### config.mk
export PLATFORM = sky130hd
export DESIGN_NAME = osw_fault_monitor
export DESIGN_NICKNAME = d
export VERILOG_FILES = /design/src/rtl/osw_pkg.sv /design/src/rtl/osw_settle_timer.sv /design/src/rtl/osw_diagnose.sv /design/src/rtl/osw_confirm.sv /design/src/rtl/osw_fault_monitor.sv
export SDC_FILE = /design/constraint.sdc
export NUM_CORES = 1
export LEC_CHECK = 0
export ABC_AREA = 1
export BUFFER_PORTS_ARGS = -buffer_cell sky130_fd_sc_hd__buf_2
export CORE_ASPECT_RATIO = 0.8
export CORE_MARGIN = 2
export CORE_UTILIZATION = 54
export DETAILED_ROUTE_END_ITERATION = 6
export MAX_ROUTING_LAYER = met4
export PLACE_DENSITY = 0.73
export SLEW_MARGIN = 25
export SYNTH_ARGS = -nofsm -noshare
export SYNTH_HDL_FRONTEND = slang
export SYNTH_HIERARCHICAL = 1
export SYNTH_SLANG_ARGS = --single-unit
### constraint.sdc
create_clock -name clk -period 4.4 [get_ports clk]
set_input_delay 0.44 -clock clk [delete_from_list [all_inputs] [get_ports clk]]
set_output_delay 0.44 -clock clk [all_outputs]
set_load 0.05 [all_outputs]
### src/rtl/osw_pkg.sv
package osw_pkg;
  localparam int NLEG = 3;
  localparam int NSW  = 2 * NLEG;
  localparam int NHYP = 1 << NLEG;

  typedef logic signed [2:0] lvl_t;

  localparam logic [1:0] LV_POS  = 2'b01;
  localparam logic [1:0] LV_ZERO = 2'b00;
  localparam logic [1:0] LV_NEG  = 2'b11;
  localparam logic [1:0] LV_BAD  = 2'b10;

  function automatic lvl_t lvl_dec(input logic [1:0] code);
    case (code)
      LV_POS:  return 3'sd1;
      LV_NEG:  return -3'sd1;
      default: return 3'sd0;
    endcase
  endfunction

  function automatic logic lvl_ok(input logic [1:0] code);
    return code != LV_BAD;
  endfunction
endpackage

### src/rtl/osw_settle_timer.sv
module osw_settle_timer import osw_pkg::*; #(
  parameter int SETTLE_CYC = 4
) (
  input  logic            clk,
  input  logic            rst,
  input  logic [NLEG-1:0] gate_up,
  input  logic [NLEG-1:0] gate_dn,
  output logic            smp_stb
);
  localparam int CW = $clog2(SETTLE_CYC + 1);

  logic [NSW-1:0] gate_prev;
  logic [CW-1:0]  wait_cnt;
  logic           moved;

  assign moved   = {gate_dn, gate_up} != gate_prev;
  assign smp_stb = (wait_cnt == CW'(1)) && !moved;

  always_ff @(posedge clk) begin
    if (rst) begin
      gate_prev <= '0;
      wait_cnt  <= '0;
    end else begin
      gate_prev <= {gate_dn, gate_up};
      if (moved)
        wait_cnt <= CW'(SETTLE_CYC);
      else if (wait_cnt != '0)
        wait_cnt <= wait_cnt - CW'(1);
    end
  end
endmodule

### src/rtl/osw_diagnose.sv
module osw_diagnose import osw_pkg::*; (
  input  logic [NLEG-1:0] gate_up,
  input  logic [NLEG-1:0] gate_dn,
  input  logic [NLEG-1:0] cur_pos,
  input  logic [1:0]      v_ab,
  input  logic [1:0]      v_bc,
  output logic [NLEG-1:0] blame_up,
  output logic [NLEG-1:0] blame_dn,
  output logic [NLEG-1:0] seen_up,
  output logic [NLEG-1:0] seen_dn
);
  logic [NLEG-1:0] leg_ok, cand_up, cand_dn, cand, covered, watched;
  lvl_t            pole [NLEG];
  lvl_t            sgn  [NLEG];
  lvl_t            m_ab, m_bc, m_ca;
  lvl_t            err_ab, err_bc, err_ca;
  logic [2:0]      line_ok;
  logic            any_mis, found;
  logic [NHYP-1:0] cons;

  for (genvar k = 0; k < NLEG; k++) begin : g_leg
    assign leg_ok[k]  = gate_up[k] ^ gate_dn[k];
    assign cand_up[k] = leg_ok[k] & gate_up[k] & cur_pos[k];
    assign cand_dn[k] = leg_ok[k] & gate_dn[k] & ~cur_pos[k];
    assign cand[k]    = cand_up[k] | cand_dn[k];
    assign pole[k]    = gate_up[k] ? 3'sd1 : 3'sd0;
    // a failure pulls an upper-driven pole down, a lower-driven pole up
    assign sgn[k]     = gate_up[k] ? -3'sd1 : 3'sd1;
  end

  assign m_ab = lvl_dec(v_ab);
  assign m_bc = lvl_dec(v_bc);
  assign m_ca = -(m_ab + m_bc);

  assign err_ab = m_ab - (pole[0] - pole[1]);
  assign err_bc = m_bc - (pole[1] - pole[2]);
  assign err_ca = m_ca - (pole[2] - pole[0]);

  assign line_ok[0] = leg_ok[0] & leg_ok[1] & lvl_ok(v_ab);
  assign line_ok[1] = leg_ok[1] & leg_ok[2] & lvl_ok(v_bc);
  assign line_ok[2] = leg_ok[2] & leg_ok[0] & lvl_ok(v_ab) & lvl_ok(v_bc)
                    & (m_ca >= -3'sd1) & (m_ca <= 3'sd1);

  assign any_mis = (line_ok[0] && err_ab != 3'sd0) ||
                   (line_ok[1] && err_bc != 3'sd0) ||
                   (line_ok[2] && err_ca != 3'sd0);

  // every set of failing legs is tested against every usable line
  for (genvar h = 0; h < NHYP; h++) begin : g_hyp
    localparam logic [NLEG-1:0] HM = NLEG'(h);
    lvl_t ea, eb, ec;
    assign ea = HM[0] ? sgn[0] : 3'sd0;
    assign eb = HM[1] ? sgn[1] : 3'sd0;
    assign ec = HM[2] ? sgn[2] : 3'sd0;
    assign cons[h] = ((HM & ~cand) == '0)
                   && (!line_ok[0] || (ea - eb) == err_ab)
                   && (!line_ok[1] || (eb - ec) == err_bc)
                   && (!line_ok[2] || (ec - ea) == err_ca);
  end

  always_comb begin
    for (int k = 0; k < NLEG; k++) begin
      covered[k] = 1'b1;
      for (int h = 0; h < NHYP; h++)
        if (cons[h] && (((h >> k) & 1) == 0))
          covered[k] = 1'b0;
    end
  end

  assign found = |cons;

  assign watched[0] = line_ok[0] | line_ok[2];
  assign watched[1] = line_ok[0] | line_ok[1];
  assign watched[2] = line_ok[1] | line_ok[2];

  assign blame_up = {NLEG{any_mis & found}} & covered & cand_up;
  assign blame_dn = {NLEG{any_mis & found}} & covered & cand_dn;
  assign seen_up  = cand_up & watched;
  assign seen_dn  = cand_dn & watched;
endmodule

### src/rtl/osw_confirm.sv
module osw_confirm import osw_pkg::*; #(
  parameter int CONFIRM = 2
) (
  input  logic           clk,
  input  logic           rst,
  input  logic           clr,
  input  logic           smp_stb,
  input  logic [NSW-1:0] hit,
  input  logic [NSW-1:0] seen,
  output logic [NSW-1:0] fault_vec,
  output logic           fault_vld
);
  localparam int CW = $clog2(CONFIRM + 1);

  logic [NSW-1:0] set_now;

  for (genvar i = 0; i < NSW; i++) begin : g_sw
    logic [CW-1:0] run;
    logic          flag;

    assign set_now[i]   = smp_stb & seen[i] & hit[i] & ~flag
                        & (run == CW'(CONFIRM - 1));
    assign fault_vec[i] = flag;

    always_ff @(posedge clk) begin
      if (rst || clr) begin
        run  <= '0;
        flag <= 1'b0;
      end else begin
        if (set_now[i])
          flag <= 1'b1;
        if (smp_stb && seen[i]) begin
          if (!hit[i])
            run <= '0;
          else if (run != CW'(CONFIRM))
            run <= run + CW'(1);
        end
      end
    end
  end

  always_ff @(posedge clk) begin
    if (rst || clr)
      fault_vld <= 1'b0;
    else
      fault_vld <= |set_now;
  end
endmodule

### src/rtl/osw_fault_monitor.sv
module osw_fault_monitor import osw_pkg::*; #(
  parameter int SETTLE_CYC = 4,
  parameter int CONFIRM    = 2
) (
  input  logic       clk,
  input  logic       rst,
  input  logic       clr,
  input  logic [2:0] gate_up,
  input  logic [2:0] gate_dn,
  input  logic [2:0] cur_pos,
  input  logic [1:0] v_ab,
  input  logic [1:0] v_bc,
  output logic [5:0] fault_vec,
  output logic       fault_vld
);
  logic            smp_stb;
  logic [NLEG-1:0] hit_up, hit_dn, seen_up, seen_dn;

  osw_settle_timer #(.SETTLE_CYC(SETTLE_CYC)) u_timer (
    .clk(clk), .rst(rst), .gate_up(gate_up), .gate_dn(gate_dn),
    .smp_stb(smp_stb)
  );

  osw_diagnose u_diag (
    .gate_up(gate_up), .gate_dn(gate_dn), .cur_pos(cur_pos),
    .v_ab(v_ab), .v_bc(v_bc),
    .blame_up(hit_up), .blame_dn(hit_dn),
    .seen_up(seen_up), .seen_dn(seen_dn)
  );

  osw_confirm #(.CONFIRM(CONFIRM)) u_conf (
    .clk(clk), .rst(rst), .clr(clr), .smp_stb(smp_stb),
    .hit({hit_dn, hit_up}), .seen({seen_dn, seen_up}),
    .fault_vec(fault_vec), .fault_vld(fault_vld)
  );
endmodule

# --- Word-level counts from Yosys, hierarchy flattened ---
# Index checks and enable logic that the tools add are counted.
classes:
  mux: 31
  shifts: 0
  reduce_logical: 76
  n_mul: 0
  add_sub_neg: 21
  n_lt_le_gt_ge: 2
  eq_ne: 35
  bitwise_logic: 70
  div: 0
ops:
  columns: ["op", "n"]
  rows:
  - ["1-bit AND", 46]
  - ["1-bit logical AND", 33]
  - ["3-bit zero test", 10]
  - ["3-bit equality test", 9]
  - ["3-bit subtractor", 9]
  - ["2-bit two-way mux", 12]
  - ["2-bit by 1-bit equality test with 1-bit output, second input constant", 8]
  - ["2-bit != test, second input constant", 8]
  - ["3-bit AND", 5]
  - ["1-bit logical OR", 15]
  - ["3-bit two-way mux", 5]
  - ["2-bit by 1-bit adder with 2-bit output, second input constant", 6]
  - ["1-bit two-way mux", 12]
  - ["2-bit by 1-bit != test with 1-bit output, second input constant", 6]
  - ["3-bit one-hot mux with 2 select lines", 2]
  - ["2-bit AND reduction", 6]
  - ["3-bit nonzero test", 4]
  - ["1-bit inverter", 9]
  - ["1-bit by 3-bit subtractor with 3-bit output, first input constant", 3]
  - ["8-bit OR reduction", 1]
  - ["6-bit != test", 1]
  - ["1-bit bitwise OR", 6]
  - ["6-bit OR reduction", 1]
  - ["2-bit equality test, second input constant", 2]
  - ["other kinds (11)", 16]
totals:
  romBits: 0
  regBits: 28
  output_inout_bits: 7
  ram_bits: 0
  memories: 0
  latch_bits: 0

# --- Logic depth before layout (Yosys ltp) ---
# Gate-level depths: netlist of run 1.
logic_depth:
  depth_word: 20
  mapped_depth: 26
  ltp_nobuf: 26

# --- Cells and area by module ---
# Netlist of run 1, hierarchy kept.
by_module_without_submodules:
  columns: ["module", "n_inst", "seq_area_each_um2", "cells_per_inst", "area_per_inst_um2"]
  rows:
  - ["osw_confirm", 1, 380.4, 159, 1111.1]
  - ["osw_diagnose", 1, 0.0, 221, 1101.1]
  - ["osw_settle_timer", 1, 180.2, 70, 470.5]

# --- Worst setup path before layout of run 1 ---
# No wires, ideal clock.
synth_timing:
  path_type: "input-to-reg"
  from: "input port v_bc[0]"
  to: "register u_conf.fault_vld"
  arrival_time_ps: 2979
  setup_time_ps: 64
  n_path_buf: 0
  setup_slack_ps: 1357
  cell_stages: 24
  cell_sequence: "nand2_1 > ha_1 > inv_1 > ha_1 > inv_1 > fa_1 > xnor2_1 > nand2_1 > nand2_1 > nand2_1 > nand3_1 > nand2_1 > o21ai_0 > nand2_1 > inv_1 > nand2_1 > nand3_1 > nor2_1 > nand2_1 > inv_1 > nand2_1 > nand3_1 > nor2_1 > nor2_1"
synth_between:
  elab_chain_cells: 20
  word_cells_on_any_way: 98
  classes_between: "add/sub (4); order compare (2); eq/ne (9); mux (10); bitwise (37); reduce/logical (36)"
synth_lines:
  columns: ["item", "line", "text"]
  rows:
  - ["start: declaration", "osw_fault_monitor.sv:12", "input logic [1:0] v_bc,"]
  - ["2-bit equality test or 2-bit by 1-bit equality test with 1-bit output (tied branches)", "osw_pkg.sv:14", "case (code)"]
  - ["3-bit one-hot mux with 2 select lines", "osw_pkg.sv:14", null]
  - ["3-bit adder", "osw_diagnose.sv:33", "assign m_ca = -(m_ab + m_bc);"]
  - ["3-bit negation", "osw_diagnose.sv:33", null]
  - ["3-bit by 1-bit greater-or-equal comparator with 1-bit output", "osw_diagnose.sv:42", "& (m_ca >= -3'sd1) & (m_ca <= 3'sd1);"]
  - ["1-bit AND (2 in series)", "osw_diagnose.sv:42", null]
  - ["1-bit zero test", "osw_diagnose.sv:58", "&& (!line_ok[2] || (ec - ea) == err_ca);"]
  - ["1-bit logical OR", "osw_diagnose.sv:58", null]
  - ["1-bit logical AND", "osw_diagnose.sv:58", null]
  - ["1-bit two-way mux (4 in series)", "osw_diagnose.sv:65", "if (cons[h] && (((h >> k) & 1) == 0))"]
  - ["3-bit AND * (2 in series)", "osw_diagnose.sv:77", "assign blame_dn = {NLEG{any_mis & found}} & covered & cand_dn;"]
  - ["via hit_dn[0]", "osw_fault_monitor.sv:17", "logic [NLEG-1:0] hit_up, hit_dn, seen_up, seen_dn;"]
  - ["1-bit AND * (2 in series)", "osw_confirm.sv:21", "assign set_now[i] = smp_stb & seen[i] & hit[i] & ~flag"]
  - ["1-bit AND *", "osw_confirm.sv:22", "& (run == CW'(CONFIRM - 1));"]
  - ["6-bit OR reduction *", "osw_confirm.sv:46", "fault_vld <= |set_now;"]
  - ["end signal: assignment", "osw_confirm.sv:46", null]
  - ["end: declaration", "osw_confirm.sv:11", "output logic fault_vld"]
# Mark *: on every way through the listed nets, which the timed path passes. The rest lies on a longest branch.
# A chain may end at the register's enable or synchronous reset.

# --- Worst setup path after layout of run 1 ---
layout_timing:
  from: "input port v_ab[0]"
  to: "register u_conf.fault_vld"
layout_between:
  elab_chain_cells: 20
  word_cells_on_any_way: 106
  classes_between: "add/sub (4); order compare (2); eq/ne (9); mux (10); bitwise (38); reduce/logical (43)"
layout_lines:
  columns: ["item", "line", "text"]
  rows:
  - ["start: declaration", "osw_fault_monitor.sv:11", "input logic [1:0] v_ab,"]
  - ["2-bit equality test or 2-bit by 1-bit equality test with 1-bit output (tied branches)", "osw_pkg.sv:14", null]
  - ["3-bit one-hot mux with 2 select lines", "osw_pkg.sv:14", null]
  - ["3-bit adder", "osw_diagnose.sv:33", null]
  - ["3-bit negation", "osw_diagnose.sv:33", null]
  - ["3-bit by 1-bit greater-or-equal comparator with 1-bit output", "osw_diagnose.sv:42", null]
  - ["1-bit AND (2 in series)", "osw_diagnose.sv:42", null]
  - ["1-bit zero test", "osw_diagnose.sv:58", null]
  - ["1-bit logical OR", "osw_diagnose.sv:58", null]
  - ["1-bit logical AND", "osw_diagnose.sv:58", null]
  - ["1-bit two-way mux (4 in series)", "osw_diagnose.sv:65", null]
  - ["3-bit AND * (2 in series)", "osw_diagnose.sv:76", "assign blame_up = {NLEG{any_mis & found}} & covered & cand_up;"]
  - ["via hit_up[1]", "osw_fault_monitor.sv:17", null]
  - ["1-bit AND * (2 in series)", "osw_confirm.sv:21", null]
  - ["1-bit AND *", "osw_confirm.sv:22", null]
  - ["6-bit OR reduction *", "osw_confirm.sv:46", null]
# Marks and branches as above.

==> flow_summary_export.csv, run 1 <==
group,metric,value,unit
status,outcome,"complete, no violations",
setup_path,r2r_end,"u_conf/g_sw[3].run[0]$_SDFFE_PP0P_",
sta,setup_ws,972.8,ps
synthesis,yosysWarnings,6,
setup_path,cp-end-kind,"register",
cells_and_area,postLayoutCoreUtil,0.6136,
setup_path,regToRegSetupSlack,2490,ps
setup_path,cp_slowest_stage_delay,480,ps
clock_network,insertion_delay,270,ps
die,ios,23,
die,initial_core_util,0.5733,
grt,met1_usage,0.3045,
cells_and_area,fillers,474,
setup_path,crit_cells,26,
synthesis,synth_top_area_frac,0.2090,
power_and_ir_drop,power-per-cell-area,226.2,nW/um2
setup_path,endpoint,"u_conf/fault_vld$_SDFF_PP0_",
min_path,min_from,"gate_dn[1]",
sta,worst_hold_slack,428.8,ps
grt,met2_usage,0.3579,
grt,grt.busiest_layer,"met2",
clock_network,cts_buffers,3,
sta,fin_crit_sh,0.7789,
synthesis,yosysSeqAreaShare,0.2090,
grt,grt_pass1_vias,2287,
setup_path,crit_required,4610,ps
placement,hpwl,4548,um
setup_path,crit_path_start_kind,"primary input",
drt,wl,5482,um
cells_and_area,fin_nets,517,
sta,hold_viol,0,
setup_path,cp_common_cell,"nand2_1",
setup_path,path_class,"primary input to register",
synthesis,synth_cell_types,27,
grt,track_usage,0.2211,
sta,post-route-min-period,3427,ps
die,dieArea,5551,um2
sta,timing.fmax,291.8,MHz
clock_network,postCtsResizedCells,0,
die,dieWidth,82.80,um
drt,wl_per_cell,10.40,um
sta,maxSlewViolCount,0,
drt,vias_per_cell,4.782,
setup_path,cp_max_fo,6,
drt,vias,2520,
synthesis,ys_top_cells_by_area,"dfxtp_1, nand2_1, inv_1",
drt,ant_nets,0,
setup_path,path_delay_family,"simple AND/OR/NAND/NOR gates",
synthesis,synth.avg_cell_area,5.961,um2
die,fp-row-count,22,
synthesis,syn_area,2683,um2
placement,portBuffers,22,
synthesis,synthCells,450,
grt,gr-usage-met3,0.02602,
drt,drtIter0Drc,163,
clock_network,post_cts_buffers,0,
grt,grt-ovfl-total,0,
power_and_ir_drop,p_leak,1.615,nW
setup_path,rr_worst_depth,11,
sta,grt_setup_unrepaired,"false",
sta,worst_pin_slew,854.2,ps
clock_network,cts.sinks,28,
sta,slew_headroom,0.4284,
cells_and_area,insertedDiodeCount,0,
drt,dr.pass1.iters,5,
min_path,hp-class,"primary input to register",
synthesis,yosys.area.top_type,"dfxtp_1",
sta,setup_tns,0,ps
clock_network,clk_path_buf_depth,2,
die,die_h,67.04,um
synthesis,syn_nets,499,
sta,finClkSkew,6.636,ps
power_and_ir_drop,vdd_ir_drop_max,111.1,uV
placement,pre_cts_ws,749.7,ps
grt,antenna_found_initial,0,
cells_and_area,drive_gt1_frac,0.09422,
cells_and_area,syn_to_final_growth,7.043,%
setup_path,worstReg2RegStart,"u_timer/gate_prev[2]$_SDFF_PP0_",
flow_run,max_cap_violations,0,
grt,grt_pass1_wl,9811,um
setup_path,crit_slowest_cell,"fa_1",
sta,finalSetupViolCount,0,
die,coreArea,4679,um2
clock_network,cts_tree,"done",
setup_path,crit_buf_inv,5,
setup_path,critPathLaunch,"v_ab[0]",
clock_network,htree_num_levels,1,
setup_path,arrival,3640,ps
grt,grt_max_degree,17,
clock_network,ctsRootBufferMaster,"clkbuf_8",
min_path,holdPathStages,3,
clock_network,ctsHoldBuffers,0,
synthesis,synth_seq_cells,28,
power_and_ir_drop,power,0.6494,mW
placement,place_congestion,0.8917,
drt,drc,0,
clock_network,cts.clk_slew.worst_paths,100,ps
[sequential cells by signal, indices dropped and copies added (netlist names)]
name and cells:
u_timer/gate_prev 6, u_conf/g_sw.run 12, u_conf/fault_vld 1, u_timer/wait_cnt 3
u_conf/g_sw.flag 6
[area by class of cell]
class	instances	area [um2]	share of cell area
timing repair buffer	22	110.1	0.03834
tap	60	75.07	0.02614
inverter	103	386.6	0.1346
clock buffer	3	41.29	0.01438
multi-input combinational	310	1668	0.5808
sequential	28	560.5	0.1952
clock inverter	1	30.03	0.01046
[worst reg2reg max path: cells and delay by family (launching register included)]
family                 cells  cell delay [ps]
AO/OA/AOI/OAI              2              310
buffers and inverters      2              110
flip-flops                 1              340
AND/OR/NAND/NOR            7             1050
[how the worst min path moves through the flow]
stage                                         endpoint  slack [ps]
floorplan           u_conf/g_sw[5].run[1]$_SDFFE_PP0P_         450
CTS                    u_timer/gate_prev[4]$_SDFF_PP0_         420
detailed placement  u_conf/g_sw[3].run[1]$_SDFFE_PP0P_         480
finish                 u_timer/gate_prev[4]$_SDFF_PP0_         430
global route           u_timer/gate_prev[5]$_SDFF_PP0_         440
global placement    u_conf/g_sw[5].run[1]$_SDFFE_PP0P_         470
[per-layer routing]
metal,up-vias,routed length [um]
met5,-,0
met4,0,23
met3,2,154
met2,36,2290
met1,1101,3014
li1,1381,-
[cell families (layout without fill, tap and decap cells)]
| family | after synthesis | in the layout | synth area share |
|---|---|---|---|
| compound gates | 44 | 44 | 0.09048 |
| xor+xnor | 2 | 2 | 0.006531 |
| fa+ha+maj | 33 | 33 | 0.1623 |
| buf+inv | 112 | 129 | 0.1693 |
| flops | 28 | 28 | 0.2090 |
| simple gates | 231 | 231 | 0.3624 |
[layout by cell type (no fill, tap or decap), drive strengths merged]
| cell type | netlist | layout |
|---|---|---|
| a211oi | 3 | 3 |
| a21oi | 21 | 21 |
| and3 | 1 | 1 |
| buf | 8 | 22 |
| bufinv | 0 | 1 |
| clkbuf | 1 | 3 |
| dfxtp | 28 | 28 |
| fa | 3 | 3 |
| ha | 30 | 30 |
| inv | 103 | 103 |
| nand2 | 136 | 136 |
| nand3 | 24 | 24 |
| nand3b | 3 | 3 |
| nand4 | 2 | 2 |
| nor2 | 60 | 60 |
| nor3 | 4 | 4 |
| o21ai | 20 | 20 |
| or2 | 1 | 1 |
| xnor2 | 1 | 1 |
| xor2 | 1 | 1 |
[power by group]
group,switching [mW],total [mW],internal [mW],leakage (nW)
Sequential,0.00163,0.258,0.257,0.228
Combinational,0.125,0.191,0.0657,1.35
Clock,0.0786,0.200,0.122,0.0357
Total,0.205,0.649,0.444,1.61
[synthesized netlist by cell type]
cell,count
nand3_1,22
and3_1,1
nand3_2,2
nand3b_1,3
xnor2_1,1
fa_1,3
nor2_2,4
inv_1,102
buf_6,1
dfxtp_1,28
xor2_1,1
ha_1,30
nor3_1,1
nor3_4,1
buf_4,7
a211oi_1,3
clkbuf_1,1
a21oi_2,4
nand2_1,133
a21oi_1,17
nand4_1,2
nand2_2,3
nor3_2,2
nor2_1,56
or2_2,1
o21ai_0,20
inv_2,1
[stage by stage]
step	cell area, um2	std cells
floorplan	2683	450
global placement	2800	523
detailed placement	2800	523
CTS	2872	527
global route	2872	527
finish	2872	527
(Power assumes the default switching activity.)
==> inputs of run 2 (changes only) <==
PLACE_DENSITY = 0.76   (was 0.73)
clock period = 2.8 ns   (was 4.4 ns; I/O delays follow)
==> run 2 against run 1 <==
Net effect: register-to-register slack worse by 1600 ps; first-iteration DRC count grew 4.9%; wire length is 26% higher; sequential cell count unchanged; sequential power increased by 57%; global-route usage increased by 1.6 points; the run now ends with setup timing left; total power is 73% higher.
==> flow_summary_export.csv, run 2 (synthesis gave the netlist of run 1 again) <==
group,metric,value,unit
clock_network,htree_num_levels,1,
cells_and_area,drive_gt1_frac,0.3168,
power_and_ir_drop,pwr-share-clk,0.223,
sta,slew_headroom,0.6365,
setup_path,cp_slowest_stage_delay,590,ps
drt,wl,6932,um
setup_path,worstPathCellList,"buf_8 -> nand2_4 -> ha_4 -> inv_4 -> ha_4 -> inv_4 -> fa_2 -> inv_1 -> nand2_1 -> nand2_1 -> nand3_1 -> nand2_1 -> nand2_1 -> nand3_1 -> nor2_1 -> nand3_2 -> nor2_4 -> inv_2 -> nor2_4 -> nand2_2 -> nand3_2 -> nor2_1 -> nor2_1",
sta,finalSetupViolCount,2,
sta,finClkSkew,6.676,ps
sta,worst_hold_slack,276.6,ps
power_and_ir_drop,swShare,0.3580,
min_path,hp-class,"primary input to register",
power_and_ir_drop,power-per-cell-area,320.3,nW/um2
clock_network,cts.sinks,28,
die,dieWidth,82.80,um
die,fp-row-count,22,
setup_path,crit_required,3020,ps
sta,hold_viol,0,
setup_path,worstReg2RegStart,"u_timer/gate_prev[1]$_SDFF_PP0_",
drt,drtIter0Drc,171,
cells_and_area,syn_to_final_growth,30.64,%
placement,pre_cts_ws,-457.3,ps
grt,grt_pass1_vias,2475,
placement,portBuffers,22,
sta,setup_ws,-67.05,ps
cells_and_area,layout.cells.most_common_list,"nand2_1, inv_1, nor2_1, buf_4, dfxtp_1",
grt,met1_usage,0.3104,
power_and_ir_drop,p_leak,1.843,nW
clock_network,insertion_delay,270,ps
die,coreArea,4679,um2
clock_network,clk_path_buf_depth,2,
power_and_ir_drop,vdd_ir_drop_max,209.2,uV
grt,met2_usage,0.3972,
setup_path,path_delay_family,"simple AND/OR/NAND/NOR gates",
min_path,holdPathStages,3,
clock_network,ctsRootBufferMaster,"clkbuf_8",
drt,ant_nets,0,
drt,wl_per_cell,12.27,um
setup_path,crit_slowest_cell,"fa_2",
sta,setup_tns,-86.94,ps
setup_path,cp-end-kind,"register",
setup_path,critPathLaunch,"v_ab[1]",
cells_and_area,multiInputGateArea,1966,um2
setup_path,crit_cells,23,
sta,fin_crit_sh,1.024,
cells_and_area,fillers,339,
min_path,hold_path_end,"u_timer/gate_prev[4]$_SDFF_PP0_",
drt,dr.pass1.iters,5,
setup_path,crit_path_start_kind,"primary input",
cells_and_area,largest-register,"u_conf/g_sw.run",
grt,grt_pass1_wl,10490,um
power_and_ir_drop,p_sw,0.4019,mW
cells_and_area,fin_nets,555,
sta,timing.fmax,348.8,MHz
grt,track_usage,0.2368,
grt,grt-ovfl-total,0,
status,outcome,"complete, but fails checks",
placement,place_congestion,0.8592,
die,dieArea,5551,um2
cells_and_area,insertedDiodeCount,0,
power_and_ir_drop,p_comb_frac,0.415,
cells_and_area,seqCellArea,560.5,um2
drt,vias_per_cell,5.094,
drt,drc,0,
grt,antenna_found_initial,0,
placement,hpwl,4795,um
grt,gr-usage-met3,0.02974,
setup_path,arrival,3080,ps
cells_and_area,reg.largest.list,"u_conf/g_sw.run x12, u_conf/g_sw.flag x6, u_timer/gate_prev x6",
min_path,min_from,"gate_dn[1]",
die,die_h,67.04,um
sta,post-route-min-period,2867,ps
setup_path,regToRegSetupSlack,910,ps
drt,vias,2878,
setup_path,cp_common_cell,"nand2_1",
sta,worst_pin_slew,543.3,ps
sta,grt_setup_unrepaired,"true",
flow_run,max_cap_violations,0,
grt,grt.busiest_layer,"met2",
power_and_ir_drop,p_seq_frac,0.362,
status,violations,"setup timing",
cells_and_area,largest_reg_flops,12,
setup_path,path_class,"primary input to register",
clock_network,cts_buffers,3,
power_and_ir_drop,internal_power,0.7207,mW
grt,grt_max_degree,16,
sta,maxSlewViolCount,0,
setup_path,cp_max_fo,6,
clock_network,cts_tree,"done",
setup_path,rr_worst_depth,11,
cells_and_area,final_common_cell,"nand2_1",
die,ios,23,
clock_network,cts.clk_slew.worst_paths,100,ps
setup_path,crit_buf_inv,5,
die,initial_core_util,0.5733,
setup_path,r2r_end,"u_conf/g_sw[4].run[0]$_SDFFE_PP0P_",
## run 2: changes by cell type in the layout (fill, tap and decap cells not counted), moves of 11 or more
cell     change
buf_4       +37
inv_1       -15
inv_2       +11
nand2_1     -25
nand2_2     +22
nor2_1      -16
## run 2: per-layer routing
metal  wire (um)  up-vias
met5           0        -
met4         121        0
met3         370       18
met2        3161      106
met1        3279     1294
li1            -     1460
## run 2: worst max path at each step
stage,end,slack [ps]
finish,u_conf/fault_vld$_SDFF_PP0_,-70
global route,u_conf/fault_vld$_SDFF_PP0_,-200
CTS,u_conf/fault_vld$_SDFF_PP0_,-10
detailed placement,u_conf/fault_vld$_SDFF_PP0_,-460
global placement,u_conf/fault_vld$_SDFF_PP0_,-380
floorplan,u_conf/fault_vld$_SDFF_PP0_,8
## run 2: per-stage QoR
| step | power, mW | instances | cell area (um2) | utilization |
|---|---|---|---|---|
| after global placement | 0.7504 | 555 | 3048 | 0.6513 |
| after CTS | 1.042 | 561 | 3229 | 0.6901 |
| after global routing | 1.189 | 565 | 3505 | 0.7489 |
| after floorplan | 0.6455 | 450 | 2690 | - |
| final | 1.123 | 565 | 3505 | 0.7489 |
| after detailed placement | 0.7574 | 555 | 3048 | 0.6513 |
## run 2: timing repair
action	4_1_cts	5_1_grt
setup endpoints to repair	10	19
pin swaps	24	51
hold buffers	0	0
gates resized for setup	34	80
setup buffers	2	4
## run 2: power by group through the flow
stage | clock (mW) | sequential (mW) | combinational (mW)
2_1_floorplan | 0 | 0.415 | 0.230
3_3_place_gp | 0 | 0.415 | 0.335
3_5_place_dp | 0 | 0.416 | 0.342
4_1_cts | 0.258 | 0.406 | 0.377
5_1_grt | 0.274 | 0.407 | 0.508
6_report | 0.251 | 0.406 | 0.465
## run 2: cell type report
type	count	area share
Multi-Input combinational cell	310	0.5609
Sequential cell	28	0.1599
Timing Repair Buffer	60	0.1289
Clock buffer	4	0.01571
Inverter	103	0.1132
Tap cell	60	0.02142
## run 2: worst min-delay path, delay by kind of cell
family                 cells  cell delay (ps)
buffers and inverters      2              200
AND/OR/NAND/NOR            1               40
